==> src/rtl/flb_pkg.sv <==
package flb_pkg;
   typedef enum logic [2:0] {
      ST_IDLE,
      ST_SETUP,
      ST_FETCH,
      ST_EMUL,
      ST_RESP
   } flb_state_e;
endpackage

==> src/rtl/flb_tag_store.sv <==
module flb_tag_store #(
   parameter int NUM_BUF = 4,
   parameter int TAG_W   = 20,
   localparam int IDX_W  = $clog2(NUM_BUF)
) (
   input  logic               clk,
   input  logic               rst_n,
   input  logic [TAG_W-1:0]   lookup_tag,
   input  logic               flush,
   input  logic               upd_en,
   input  logic               upd_fill,
   input  logic [IDX_W-1:0]   upd_idx,
   input  logic [TAG_W-1:0]   upd_tag,
   output logic               hit,
   output logic [IDX_W-1:0]   hit_idx,
   output logic [NUM_BUF-1:0] hit_vec,
   output logic [IDX_W-1:0]   victim_idx,
   output logic [NUM_BUF-1:0] valid_vec
);
   initial begin
      if (NUM_BUF < 2 || (1 << IDX_W) != NUM_BUF)
         $error("flb_tag_store: NUM_BUF must be a power of two of at least 2");
   end

   logic [TAG_W-1:0] tag_q [NUM_BUF];
   logic [IDX_W-1:0] age_q [NUM_BUF];

   genvar g;
   generate
      for (g = 0; g < NUM_BUF; g++) begin : g_cmp
         assign hit_vec[g] = valid_vec[g] && (tag_q[g] == lookup_tag);
      end
   endgenerate

   assign hit = |hit_vec;

   always_comb begin
      hit_idx = '0;
      for (int i = 0; i < NUM_BUF; i++)
         if (hit_vec[i]) hit_idx = hit_idx | IDX_W'(i);
   end

   always_comb begin
      logic found;
      found      = 1'b0;
      victim_idx = '0;
      for (int i = 0; i < NUM_BUF; i++) begin
         if (!valid_vec[i] && !found) begin
            victim_idx = IDX_W'(i);
            found      = 1'b1;
         end
      end
      if (!found) begin
         for (int i = 0; i < NUM_BUF; i++)
            if (age_q[i] == IDX_W'(NUM_BUF - 1)) victim_idx = IDX_W'(i);
      end
   end

   always_ff @(posedge clk or negedge rst_n) begin
      if (!rst_n) begin
         valid_vec <= '0;
         for (int i = 0; i < NUM_BUF; i++) begin
            tag_q[i] <= '0;
            age_q[i] <= IDX_W'(i);
         end
      end else if (flush) begin
         valid_vec <= '0;
      end else if (upd_en) begin
         for (int i = 0; i < NUM_BUF; i++) begin
            if (IDX_W'(i) == upd_idx)
               age_q[i] <= '0;
            else if (age_q[i] < age_q[upd_idx])
               age_q[i] <= age_q[i] + 1'b1;
         end
         if (upd_fill) begin
            tag_q[upd_idx]     <= upd_tag;
            valid_vec[upd_idx] <= 1'b1;
         end
      end
   end
endmodule

==> src/rtl/flb_line_store.sv <==
module flb_line_store #(
   parameter int NUM_BUF = 4,
   parameter int LINE_W  = 128,
   localparam int IDX_W  = $clog2(NUM_BUF)
) (
   input  logic              clk,
   input  logic              rst_n,
   input  logic              wr_en,
   input  logic [IDX_W-1:0]  wr_idx,
   input  logic [LINE_W-1:0] wr_line,
   input  logic [IDX_W-1:0]  rd_idx,
   output logic [LINE_W-1:0] rd_line
);
   logic [LINE_W-1:0] line_q [NUM_BUF];

   genvar g;
   generate
      for (g = 0; g < NUM_BUF; g++) begin : g_ent
         always_ff @(posedge clk or negedge rst_n) begin
            if (!rst_n)
               line_q[g] <= '0;
            else if (wr_en && wr_idx == IDX_W'(g))
               line_q[g] <= wr_line;
         end
      end
   endgenerate

   assign rd_line = line_q[rd_idx];
endmodule

==> src/rtl/flb_ctrl.sv <==
module flb_ctrl
   import flb_pkg::*;
#(
   parameter int ADDR_W  = 32,
   parameter int LOC_W   = 24,
   parameter int WORD_W  = 32,
   parameter int WORDS   = 4,
   parameter int NUM_BUF = 4,
   parameter int RWSC_W  = 4,
   parameter int EWS_W   = 5,
   localparam int LINE_W = WORD_W * WORDS,
   localparam int OFF_W  = $clog2(WORD_W / 8),
   localparam int WSEL_W = $clog2(WORDS),
   localparam int TAG_W  = LOC_W - OFF_W - WSEL_W,
   localparam int IDX_W  = $clog2(NUM_BUF),
   localparam int CNT_W  = (RWSC_W > EWS_W) ? RWSC_W : EWS_W
) (
   input  logic              clk,
   input  logic              rst_n,
   input  logic              bus_req,
   input  logic [ADDR_W-1:0] bus_addr,
   output logic              bus_ready,
   output logic [WORD_W-1:0] bus_rdata,
   input  logic              buf_en,
   input  logic [RWSC_W-1:0] rwsc,
   input  logic              apc,
   input  logic              hit,
   input  logic [IDX_W-1:0]  hit_idx,
   input  logic [IDX_W-1:0]  victim_idx,
   input  logic [LINE_W-1:0] hit_line,
   input  logic [LINE_W-1:0] arr_rdata,
   output logic              arr_req,
   output logic [TAG_W-1:0]  arr_line,
   output logic [TAG_W-1:0]  lookup_tag,
   output logic              upd_en,
   output logic              upd_fill,
   output logic [IDX_W-1:0]  upd_idx,
   output logic              fill_wr
);
   initial begin
      if (ADDR_W <= LOC_W + EWS_W)
         $error("flb_ctrl: address too narrow for the alias window");
      if ((1 << WSEL_W) != WORDS || WORD_W % 8 != 0)
         $error("flb_ctrl: WORDS must be a power of two, WORD_W whole bytes");
   end

   flb_state_e          state_q;
   logic [CNT_W-1:0]    cnt_q;
   logic [TAG_W-1:0]    tag_q;
   logic [WSEL_W-1:0]   wsel_q;
   logic [EWS_W-1:0]    ews_q;
   logic [EWS_W-1:0]    ews_in;
   logic [WSEL_W-1:0]   wsel_in;
   logic                use_hit;
   logic                accept;
   logic                fetch_last;
   logic                unused_lsb;

   function automatic logic [WORD_W-1:0] pick_word(input logic [LINE_W-1:0] ln,
                                                   input logic [WSEL_W-1:0] ws);
      return ln[ws*WORD_W +: WORD_W];
   endfunction

   assign unused_lsb = ^bus_addr[OFF_W-1:0];
   assign lookup_tag = bus_addr[LOC_W-1:OFF_W+WSEL_W];
   assign wsel_in    = bus_addr[OFF_W+WSEL_W-1:OFF_W];
   assign ews_in     = (bus_addr[ADDR_W-1:LOC_W+EWS_W] == '0) ?
                       bus_addr[LOC_W+EWS_W-1:LOC_W] : '0;
   assign use_hit    = buf_en && hit;
   assign accept     = (state_q == ST_IDLE) && bus_req;
   assign fetch_last = (state_q == ST_FETCH) && (cnt_q == '0);

   assign bus_ready = (state_q == ST_RESP);
   assign arr_req   = (state_q == ST_FETCH);
   assign arr_line  = tag_q;
   assign upd_en    = (accept && use_hit) || (fetch_last && buf_en);
   assign upd_fill  = (state_q == ST_FETCH);
   assign upd_idx   = (state_q == ST_FETCH) ? victim_idx : hit_idx;
   assign fill_wr   = fetch_last && buf_en;

   always_ff @(posedge clk or negedge rst_n) begin
      if (!rst_n) begin
         state_q   <= ST_IDLE;
         cnt_q     <= '0;
         tag_q     <= '0;
         wsel_q    <= '0;
         ews_q     <= '0;
         bus_rdata <= '0;
      end else begin
         case (state_q)
            ST_IDLE: begin
               if (bus_req) begin
                  tag_q  <= lookup_tag;
                  wsel_q <= wsel_in;
                  ews_q  <= ews_in;
                  if (use_hit) begin
                     bus_rdata <= pick_word(hit_line, wsel_in);
                     if (ews_in == '0) begin
                        state_q <= ST_RESP;
                     end else begin
                        state_q <= ST_EMUL;
                        cnt_q   <= CNT_W'(ews_in);
                     end
                  end else if (apc) begin
                     state_q <= ST_SETUP;
                  end else begin
                     state_q <= ST_FETCH;
                     cnt_q   <= CNT_W'(rwsc);
                  end
               end
            end
            ST_SETUP: begin
               state_q <= ST_FETCH;
               cnt_q   <= CNT_W'(rwsc);
            end
            ST_FETCH: begin
               if (cnt_q == '0) begin
                  bus_rdata <= pick_word(arr_rdata, wsel_q);
                  if (ews_q == '0) begin
                     state_q <= ST_RESP;
                  end else begin
                     state_q <= ST_EMUL;
                     cnt_q   <= CNT_W'(ews_q);
                  end
               end else begin
                  cnt_q <= cnt_q - 1'b1;
               end
            end
            ST_EMUL: begin
               if (cnt_q == CNT_W'(1)) state_q <= ST_RESP;
               else                    cnt_q   <= cnt_q - 1'b1;
            end
            default: state_q <= ST_IDLE;
         endcase
      end
   end
endmodule

==> src/rtl/flash_line_buf.sv <==
module flash_line_buf #(
   parameter int ADDR_W  = 32,
   parameter int LOC_W   = 24,
   parameter int WORD_W  = 32,
   parameter int WORDS   = 4,
   parameter int NUM_BUF = 4,
   parameter int RWSC_W  = 4,
   parameter int EWS_W   = 5,
   localparam int LINE_W = WORD_W * WORDS,
   localparam int OFF_W  = $clog2(WORD_W / 8),
   localparam int WSEL_W = $clog2(WORDS),
   localparam int TAG_W  = LOC_W - OFF_W - WSEL_W,
   localparam int IDX_W  = $clog2(NUM_BUF)
) (
   input  logic              clk,
   input  logic              rst_n,
   input  logic              bus_req,
   input  logic [ADDR_W-1:0] bus_addr,
   output logic              bus_ready,
   output logic [WORD_W-1:0] bus_rdata,
   input  logic              cfg_we,
   input  logic              cfg_buf_en,
   input  logic [RWSC_W-1:0] cfg_rwsc,
   input  logic              cfg_apc,
   output logic              arr_req,
   output logic [TAG_W-1:0]  arr_line,
   input  logic [LINE_W-1:0] arr_rdata
);
   logic              en_q;
   logic [RWSC_W-1:0] rwsc_q;
   logic              apc_q;
   logic              flush;
   logic              hit;
   logic [IDX_W-1:0]  hit_idx;
   logic [NUM_BUF-1:0] hit_vec;
   logic [NUM_BUF-1:0] valid_vec;
   logic [IDX_W-1:0]  victim_idx;
   logic [TAG_W-1:0]  lookup_tag;
   logic              upd_en;
   logic              upd_fill;
   logic [IDX_W-1:0]  upd_idx;
   logic              fill_wr;
   logic [LINE_W-1:0] hit_line;

   assign flush = cfg_we && (cfg_buf_en != en_q);

   always_ff @(posedge clk or negedge rst_n) begin
      if (!rst_n) begin
         en_q   <= 1'b0;
         rwsc_q <= '1;
         apc_q  <= 1'b1;
      end else if (cfg_we) begin
         en_q   <= cfg_buf_en;
         rwsc_q <= cfg_rwsc;
         apc_q  <= cfg_apc;
      end
   end

   flb_tag_store #(.NUM_BUF(NUM_BUF), .TAG_W(TAG_W)) u_tags (
      .clk        (clk),
      .rst_n      (rst_n),
      .lookup_tag (lookup_tag),
      .flush      (flush),
      .upd_en     (upd_en),
      .upd_fill   (upd_fill),
      .upd_idx    (upd_idx),
      .upd_tag    (arr_line),
      .hit        (hit),
      .hit_idx    (hit_idx),
      .hit_vec    (hit_vec),
      .victim_idx (victim_idx),
      .valid_vec  (valid_vec)
   );

   flb_line_store #(.NUM_BUF(NUM_BUF), .LINE_W(LINE_W)) u_lines (
      .clk     (clk),
      .rst_n   (rst_n),
      .wr_en   (fill_wr),
      .wr_idx  (victim_idx),
      .wr_line (arr_rdata),
      .rd_idx  (hit_idx),
      .rd_line (hit_line)
   );

   flb_ctrl #(
      .ADDR_W(ADDR_W), .LOC_W(LOC_W), .WORD_W(WORD_W), .WORDS(WORDS),
      .NUM_BUF(NUM_BUF), .RWSC_W(RWSC_W), .EWS_W(EWS_W)
   ) u_ctrl (
      .clk        (clk),
      .rst_n      (rst_n),
      .bus_req    (bus_req),
      .bus_addr   (bus_addr),
      .bus_ready  (bus_ready),
      .bus_rdata  (bus_rdata),
      .buf_en     (en_q),
      .rwsc       (rwsc_q),
      .apc        (apc_q),
      .hit        (hit),
      .hit_idx    (hit_idx),
      .victim_idx (victim_idx),
      .hit_line   (hit_line),
      .arr_rdata  (arr_rdata),
      .arr_req    (arr_req),
      .arr_line   (arr_line),
      .lookup_tag (lookup_tag),
      .upd_en     (upd_en),
      .upd_fill   (upd_fill),
      .upd_idx    (upd_idx),
      .fill_wr    (fill_wr)
   );
endmodule

==> config.mk <==
export PLATFORM = sky130hd
export DESIGN_NAME = flash_line_buf
export DESIGN_NICKNAME = d
export VERILOG_FILES = /design/src/rtl/flb_pkg.sv /design/src/rtl/flb_tag_store.sv /design/src/rtl/flb_line_store.sv /design/src/rtl/flb_ctrl.sv /design/src/rtl/flash_line_buf.sv
export SDC_FILE = /design/constraint.sdc
export NUM_CORES = 1
export LEC_CHECK = 0
export ABC_CLOCK_PERIOD_IN_PS = 3100
export BUFFER_PORTS_ARGS = -buffer_cell sky130_fd_sc_hd__buf_4
export CAP_MARGIN = 20
export CORE_UTILIZATION = 55
export DETAILED_ROUTE_END_ITERATION = 10
export PLACE_DENSITY = 0.86
export SLEW_MARGIN = 20
export SYNTH_ARGS = -nofsm -noshare
export SYNTH_HDL_FRONTEND = slang
export SYNTH_SLANG_ARGS = --single-unit
==> constraint.sdc <==
create_clock -name clk -period 3.1 [get_ports clk]
set_input_delay 0.465 -clock clk [delete_from_list [all_inputs] [get_ports clk]]
set_output_delay 0.465 -clock clk [all_outputs]
set_load 0.05 [all_outputs]
Yosys cells after proc, flatten, opt, wreduce, memory -nomap -nowiden:

Cells that the tools add are included.

* register bits after elaboration: 677
* input bits: 170
* output and inout bits: 54

* shifts and indexed selects: 2
* bitwise gates (word level): 4
* reductions and logical operators: 51
* order comparisons: 9
* muxes and demuxes: 59
* add/subtract/negate cells: 5
* equality and inequality tests: 28

Operators with widths (count)
* 128-bit binary-select mux with 2-bit select: 1
* 128-bit two-way mux: 2
* 128-bit by 8-bit variable part select with 32-bit output: 2
* 32-bit two-way mux: 3
* 80-bit bitwise mux: 1
* 20-bit equality test: 4
* 32-bit one-hot mux with 2 select lines: 1
* 2-bit two-way mux: 21
* 20-bit demux with 2-bit select: 1
* 5-bit two-way mux: 8
* 20-bit two-way mux: 1
* 5-bit one-hot mux with 4 select lines: 1
* 1-bit logical AND: 19
* 3-bit two-way mux: 6
* 3-bit AND reduction: 6
* 5-bit logical NOT: 3
* 2-bit nonzero test: 7
* 2-bit equality test, second input constant: 6
* 4-bit two-way mux: 3
* 3-bit one-hot mux with 4 select lines: 1
* 2-bit by 1-bit adder with 2-bit output, second input constant: 4
* 2-bit < comparator: 4
* 1-bit two-way mux: 7
* 3-bit by 2-bit equality test with 1-bit output, second input constant: 2
* other kinds (30): 44

Longest topological paths before layout:

* depth in word-level cells: 23
* gate-level depth with buffers: 13
* depth with buffers taken out: 10

Modules after synthesis:

A second synthesis with hierarchy kept.

* cell total of the unflattened synthesis: 2092
* area total of the unflattened synthesis: 32212.1 µm²

By module, submodules not included
* flb_line_store: area an instance 22046.1 µm², cells an instance 1240, instances 1
* flb_ctrl: area an instance 4969.8 µm², cells an instance 446, instances 1
* flb_tag_store: area an instance 4922.2 µm², cells an instance 391, instances 1
* flash_line_buf: area an instance 274.0 µm², cells an instance 15, instances 1

Worst setup path before layout:

Ideal clock, no wire load.

* path kind: register to register
* start: register u_ctrl.state_q[2]
* end: register u_tags.tag_q[21] (netlist bit)
* cell stages (with the launch flop): 13
* buffers on the path: 3
* arrival time: 2.558 ns
* slack: 0.417 ns
* setup time: 0.125 ns
* path through: dfrtp_1 > nand2b_1 > or2_1 > buf_2 > inv_2 > nor3_1 > and3_4 > a211oi_2 > buf_6 > nand2_1 > nor2_1 > buf_4 > mux2_2

* longest elaborated chain between the ends: 8

Ends and longest elaborated chain
* start: declaration: line flb_ctrl.sv:47 `flb_state_e state_q;`
* start signal: assignment: line flb_ctrl.sv:83 `state_q <= ST_IDLE;`
* start signal: assignment: line flb_ctrl.sv:99 `state_q <= ST_RESP;`
* start signal: assignment: line flb_ctrl.sv:101 `state_q <= ST_EMUL;`
* 3-bit by 2-bit equality test with 1-bit output (*)
* via arr_req: line flash_line_buf.sv:25 `output logic arr_req,`
* 2-bit two-way mux: line flb_ctrl.sv:78 `assign upd_idx = (state_q == ST_FETCH) ? victim_idx : hit_idx;`
* 2-bit NOT with 3-bit output (implied by the code): line flb_tag_store.sv:76 `tag_q[upd_idx] <= upd_tag;`
* 3-bit greater-or-equal comparator (implied by the code) or 3-bit by 1-bit < comparator with 1-bit output (tied branches): line flb_tag_store.sv:76
* 1-bit logical AND (implied by the code): line flb_tag_store.sv:76
* 20-bit two-way mux (implied by the code): line flb_tag_store.sv:76
* 20-bit demux with 2-bit select: line flb_tag_store.sv:76
* 80-bit bitwise mux: line flb_tag_store.sv:76
* end signal: indexed assignment: line flb_tag_store.sv:76
* end: declaration: line flb_tag_store.sv:25 `logic [TAG_W-1:0] tag_q [NUM_BUF];`

Mark *: on every way through the listed nets, which the timed path passes. The rest lies on a longest branch.
A chain may end at the register's enable or synchronous reset.

Worst setup path after layout:

* start: register u_tags.tag_q[48] (netlist bit)
* end: register u_ctrl.bus_rdata[12]

* longest elaborated chain between the ends: 13

Ends and longest elaborated chain
* 20-bit equality test (*): line flb_tag_store.sv:31 `assign hit_vec[g] = valid_vec[g] && (tag_q[g] == lookup_tag);`
* 1-bit logical AND (*): line flb_tag_store.sv:31
* 1-bit two-way mux: line flb_tag_store.sv:40 `if (hit_vec[i]) hit_idx = hit_idx | IDX_W'(i);`
* 2-bit two-way mux (2 in series): line flb_tag_store.sv:40
* 2-bit NOT with 3-bit output (implied by the code): line flb_line_store.sv:28 `assign rd_line = line_q[rd_idx];`
* 128-bit binary-select mux with 2-bit select: line flb_line_store.sv:28
* 128-bit two-way mux (implied by the code) (2 in series): line flb_line_store.sv:28
* 128-bit by 8-bit variable part select with 32-bit output: line flb_ctrl.sv:61 `return ln[ws*WORD_W +: WORD_W];`
* 32-bit two-way mux: line flb_ctrl.sv:96 `if (use_hit) begin`
* 32-bit two-way mux: line flb_ctrl.sv:92 `if (bus_req) begin`
* 32-bit one-hot mux with 2 select lines: line flb_ctrl.sv:90 `case (state_q)`
* end signal: assignment: line flb_ctrl.sv:97 `bus_rdata <= pick_word(hit_line, wsel_in);`
* end signal: assignment: line flb_ctrl.sv:118 `bus_rdata <= pick_word(arr_rdata, wsel_q);`
* end: declaration: line flb_ctrl.sv:23 `output logic [WORD_W-1:0] bus_rdata,`

Every way passes the cells marked *; elsewhere a longest branch is shown, timed or not. The select of a mux whose other input is x is not followed.

==> flow_summary.rst <==
.. list-table::
   :header-rows: 1

   * - Metric
     - Value
   * - Share of async-settable or async-resettable flops after synthesis
     - 1.00
   * - Pre-Repair DR Iteration Count
     - 6
   * - Core area
     - 57,900 um^2
   * - Top flip-flop cell by instance count after synthesis
     - sky130_fd_sc_hd__dfrtp_1
   * - Wire per inst
     - 24.9 um
   * - Post-synthesis sequential element count
     - slightly below 700
   * - Wire length on met2
     - 43,000 um
   * - Commonest cells post-synth
     - sky130_fd_sc_hd__dfrtp_1, sky130_fd_sc_hd__mux2_2, sky130_fd_sc_hd__nand2_1, sky130_fd_sc_hd__nor2_1, sky130_fd_sc_hd__o221ai_1
   * - Synthesized cell area
     - between 30,000 and 40,000 um^2
   * - Met3 wire length
     - ~6300 um
   * - Relative area change from synthesis to final layout
     - 17.1%
   * - DRC viols
     - 0
   * - Reg2reg start
     - u_tags.tag_q[48]
   * - Wl on met1
     - 34,600 um
   * - Number of violations of the max-capacitance limit
     - 0
   * - Top layer reached by signal wires
     - met5
   * - Leakage Power
     - 0.0179 uW
   * - Starting Density
     - 0.559
   * - CP startpoint
     - u_tags.tag_q[48]
   * - Proportion of netlist area held by the largest area contributor
     - 0.516
   * - Die X-Extent
     - between 200 and 250 um
   * - Unrepaired setup endpoints after global routing
     - true
   * - Maximum number of pins on one net before global-route repair
     - 129
   * - Avg Vias per Cell
     - between 6 and 7
   * - Worst setup EP type
     - register
   * - Worst IR Drop VDD
     - 599 uV
   * - Required time of the critical path
     - between 3 and 4 ns
   * - Global-route usage over all layers
     - 0.294
   * - Nets
     - about 2,800
   * - Gr ovfl total
     - 0
   * - Number of top-level pins
     - between 200 and 250
   * - Number of levels the H-tree was split into
     - 3
   * - Skew final
     - between 0.02 and 0.025 ns
   * - Highest fanout seen on the critical path
     - 9
   * - Global-route wire length before repair
     - about 140,000 um
   * - Yosys synthesis warning count
     - 0
   * - IO Port Bufs
     - about 220
   * - Most frequently used cell type in the post-synthesis netlist
     - sky130_fd_sc_hd__dfrtp_1
   * - Via count of the first global-routing pass
     - ~24,000
   * - Clock slew at reported path FFs
     - around 0.060 ns
   * - Hold crit path type
     - input pin to register
   * - Cell types occupying the most area after synthesis
     - sky130_fd_sc_hd__dfrtp_1, sky130_fd_sc_hd__mux2_2, sky130_fd_sc_hd__o221ai_1, sky130_fd_sc_hd__mux2i_1, sky130_fd_sc_hd__mux4_2
   * - Outcome
     - complete, no violations
   * - Count of final max-slew check failures
     - 0
   * - Post-synthesis cell type with the largest combined area
     - sky130_fd_sc_hd__dfrtp_1
   * - Proportion of layout cells with a drive suffix above 1
     - 0.446
   * - Worst Max-Slew Pin Slew
     - between 0.8 and 0.9 ns
   * - TritonCTS Sinks
     - slightly below 700
   * - Start point of the worst hold path
     - cfg_rwsc[2]
   * - Total setup violations reported at the end of the flow
     - 0
   * - Synthesized instance count
     - ~2,500
   * - Maximum root-to-sink buffer count
     - 3
   * - Root Buffer
     - sky130_fd_sc_hd__clkbuf_16
   * - Mean Syn Cell Area
     - between 10 and 15 um^2
   * - CTS Buf Count
     - 73
   * - Fin crit share
     - 0.987
   * - Number of enable-type register cells in the synthesized netlist
     - 0
   * - Initial antenna violation count
     - 14
   * - Number of distinct library cell variants in the gate-level netlist after synthesis
     - 76
   * - Final Hold Violating Endpoints
     - 0
   * - Die extent in y
     - ~240 um
   * - Postcts setup bufs
     - 0
   * - Number of DRC violations after detailed-routing iteration 0
     - a little under 2,000
   * - Sequential cell area fraction in the yosys report
     - 0.524
   * - Highest clock rate
     - ~0.33 GHz
   * - Die Footprint
     - about 60,000 um^2
   * - Worst Setup Path Type
     - register to register
   * - Placer congestion estimate
     - approximately 0.9
   * - TritonCTS clock tree
     - done
   * - Std cell rows
     - 88
   * - CP Launch Type
     - register
   * - Rel. slew slack
     - 0.436
   * - Worst setup timing slack at the placement stage
     - -0.0190 ns
   * - Worst-Skew Late Latency
     - around 0.61 ns
   * - DR vias
     - around 22,000
   * - Post-layout worst setup margin
     - 0.0411 ns
   * - Power after layout
     - between 20,000 and 30,000 uW
   * - Final min period
     - around 3.1 ns
   * - Synth Net Count
     - around 2,600
   * - Final HPWL from detailed placement
     - 54,500 um
   * - CP arrival
     - around 3.5 ns
   * - Core Util, Final
     - 0.655
   * - Count of antenna-violating nets left after detailed routing
     - 0
   * - Final routed wirelength across all metal layers
     - 87,100 um
   * - Power density cells
     - 752 nW/um^2
## through the flow
step	instance area [um^2]	std cells	hold WS, ns	setup TNS (ns)
2_1_floorplan	32400	2465	0.169	0
3_3_place_gp	35300	3350	0.469	0
3_5_place_dp	35300	3350	0.468	-0.0413
4_1_cts	37900	3483	0.0621	0
5_1_grt	37900	3489	0.0783	-0.00143
6_report	37900	3493	0.0866	0
## final cells by class
class / instances / area [um^2]
multi-input combinational: 1583 / 14500
clock inverter: 19 / 255
timing repair buffer: 313 / 2910
fill: 4054 / 20000
clock buffer: 113 / 2270
antenna: 10 / 25.0
sequential: 677 / 17000
tap: 765 / 957
inverter: 13 / 48.8
## state kept, by name (all words and copies together), names as in the netlist
signal,cells
en_q,1
u_ctrl.bus_rdata,32
u_ctrl.arr_line,20
u_ctrl.ews_q,5
rwsc_q,4
u_ctrl.cnt_q,5
u_tags.valid_vec,4
u_tags.tag_q,80
apc_q,1
u_ctrl.state_q,3
u_tags.age_q,8
u_ctrl.wsel_q,2
u_lines.line_q,512
## power by group
group          switching (uW)  total, uW  internal [uW]
logic                    4280       7740           3460
clock network            3520       9060           5540
registers                1250      11700          10500
## final timing paths
| path | to | slack, ns | depth (start not counted) |
|---|---|---|---|
| max | u_ctrl.bus_rdata[12] | 0.04 | 11 |
| min | rwsc_q[2] | 0.09 | 2 |
| max reg2reg | u_ctrl.bus_rdata[12] | 0.04 | 11 |
| min reg2reg | u_ctrl.bus_rdata[7] | 0.48 | 2 |
| max in group asynchronous | u_lines.line_q[48] | 1.71 | 3 |
| min in group asynchronous | u_lines.line_q[38] | 0.43 | 2 |
## logic make-up (layout without fill, tap and decap cells)
logic type / count (synthesis) / in the layout / synth area share
xor gates and xnor gates: 82 / 82 / 0.0222
DFF: 677 / 677 / 0.524
and+or+nand+nor: 348 / 348 / 0.0485
buffers and inverters: 205 / 458 / 0.0314
other: 0 / 10 / 0
muxes: 769 / 769 / 0.276
adders and majority gates: 6 / 6 / 0.00232
AOI/OAI and AO/OA: 378 / 378 / 0.0962
## cell usage in the layout (no fill, tap or decap), drive strengths merged, types with 11 or more instances in the layout
master  netlist  final
buf         113    312
nor4         12     12
o21ai        50     50
xnor2        56     56
nand4        20     20
nand2       128    128
o221ai       95     95
inv          13     15
o41ai        33     33
mux2        664    664
nor2        129    129
xor2         26     26
nand3        13     13
a31o         34     34
clkbuf       79    113
dfrtp       668    668
mux2i        73     73
o211a        34     34
nand2b       11     11
mux4         32     32
o22ai        39     39
a21oi        16     16
a22oi        31     31
## worst max-delay path: stages, from the launching register on
cell and delay (ns):
sky130_fd_sc_hd__dfrtp_1 0.40, sky130_fd_sc_hd__xnor2_1 0.31, sky130_fd_sc_hd__nor4b_1 0.32, sky130_fd_sc_hd__nand3_1 0.18
sky130_fd_sc_hd__nor2_4 0.31, sky130_fd_sc_hd__buf_4 0.29, sky130_fd_sc_hd__buf_12 0.16, sky130_fd_sc_hd__nor2_1 0.05
sky130_fd_sc_hd__nor2_1 0.08, sky130_fd_sc_hd__o21ai_0 0.11, sky130_fd_sc_hd__a31o_2 0.24, sky130_fd_sc_hd__o41ai_1 0.44
## layer usage
layer / up-vias / GRT usage
li1: 9544 / -
met1: 11715 / 0.378
met2: 922 / 0.487
met3: 234 / 0.0551
met4: 12 / 0.125
met5: - / 0
## what timing repair did
item / in CTS / in global routing
hold endpoints to repair: 45 / 0
resized for setup: 0 / 3
hold buffers: 1 / 0
endpoints found under the setup margin: 0 / 8
No activity file was read; power rests on OpenSTA's default activity.
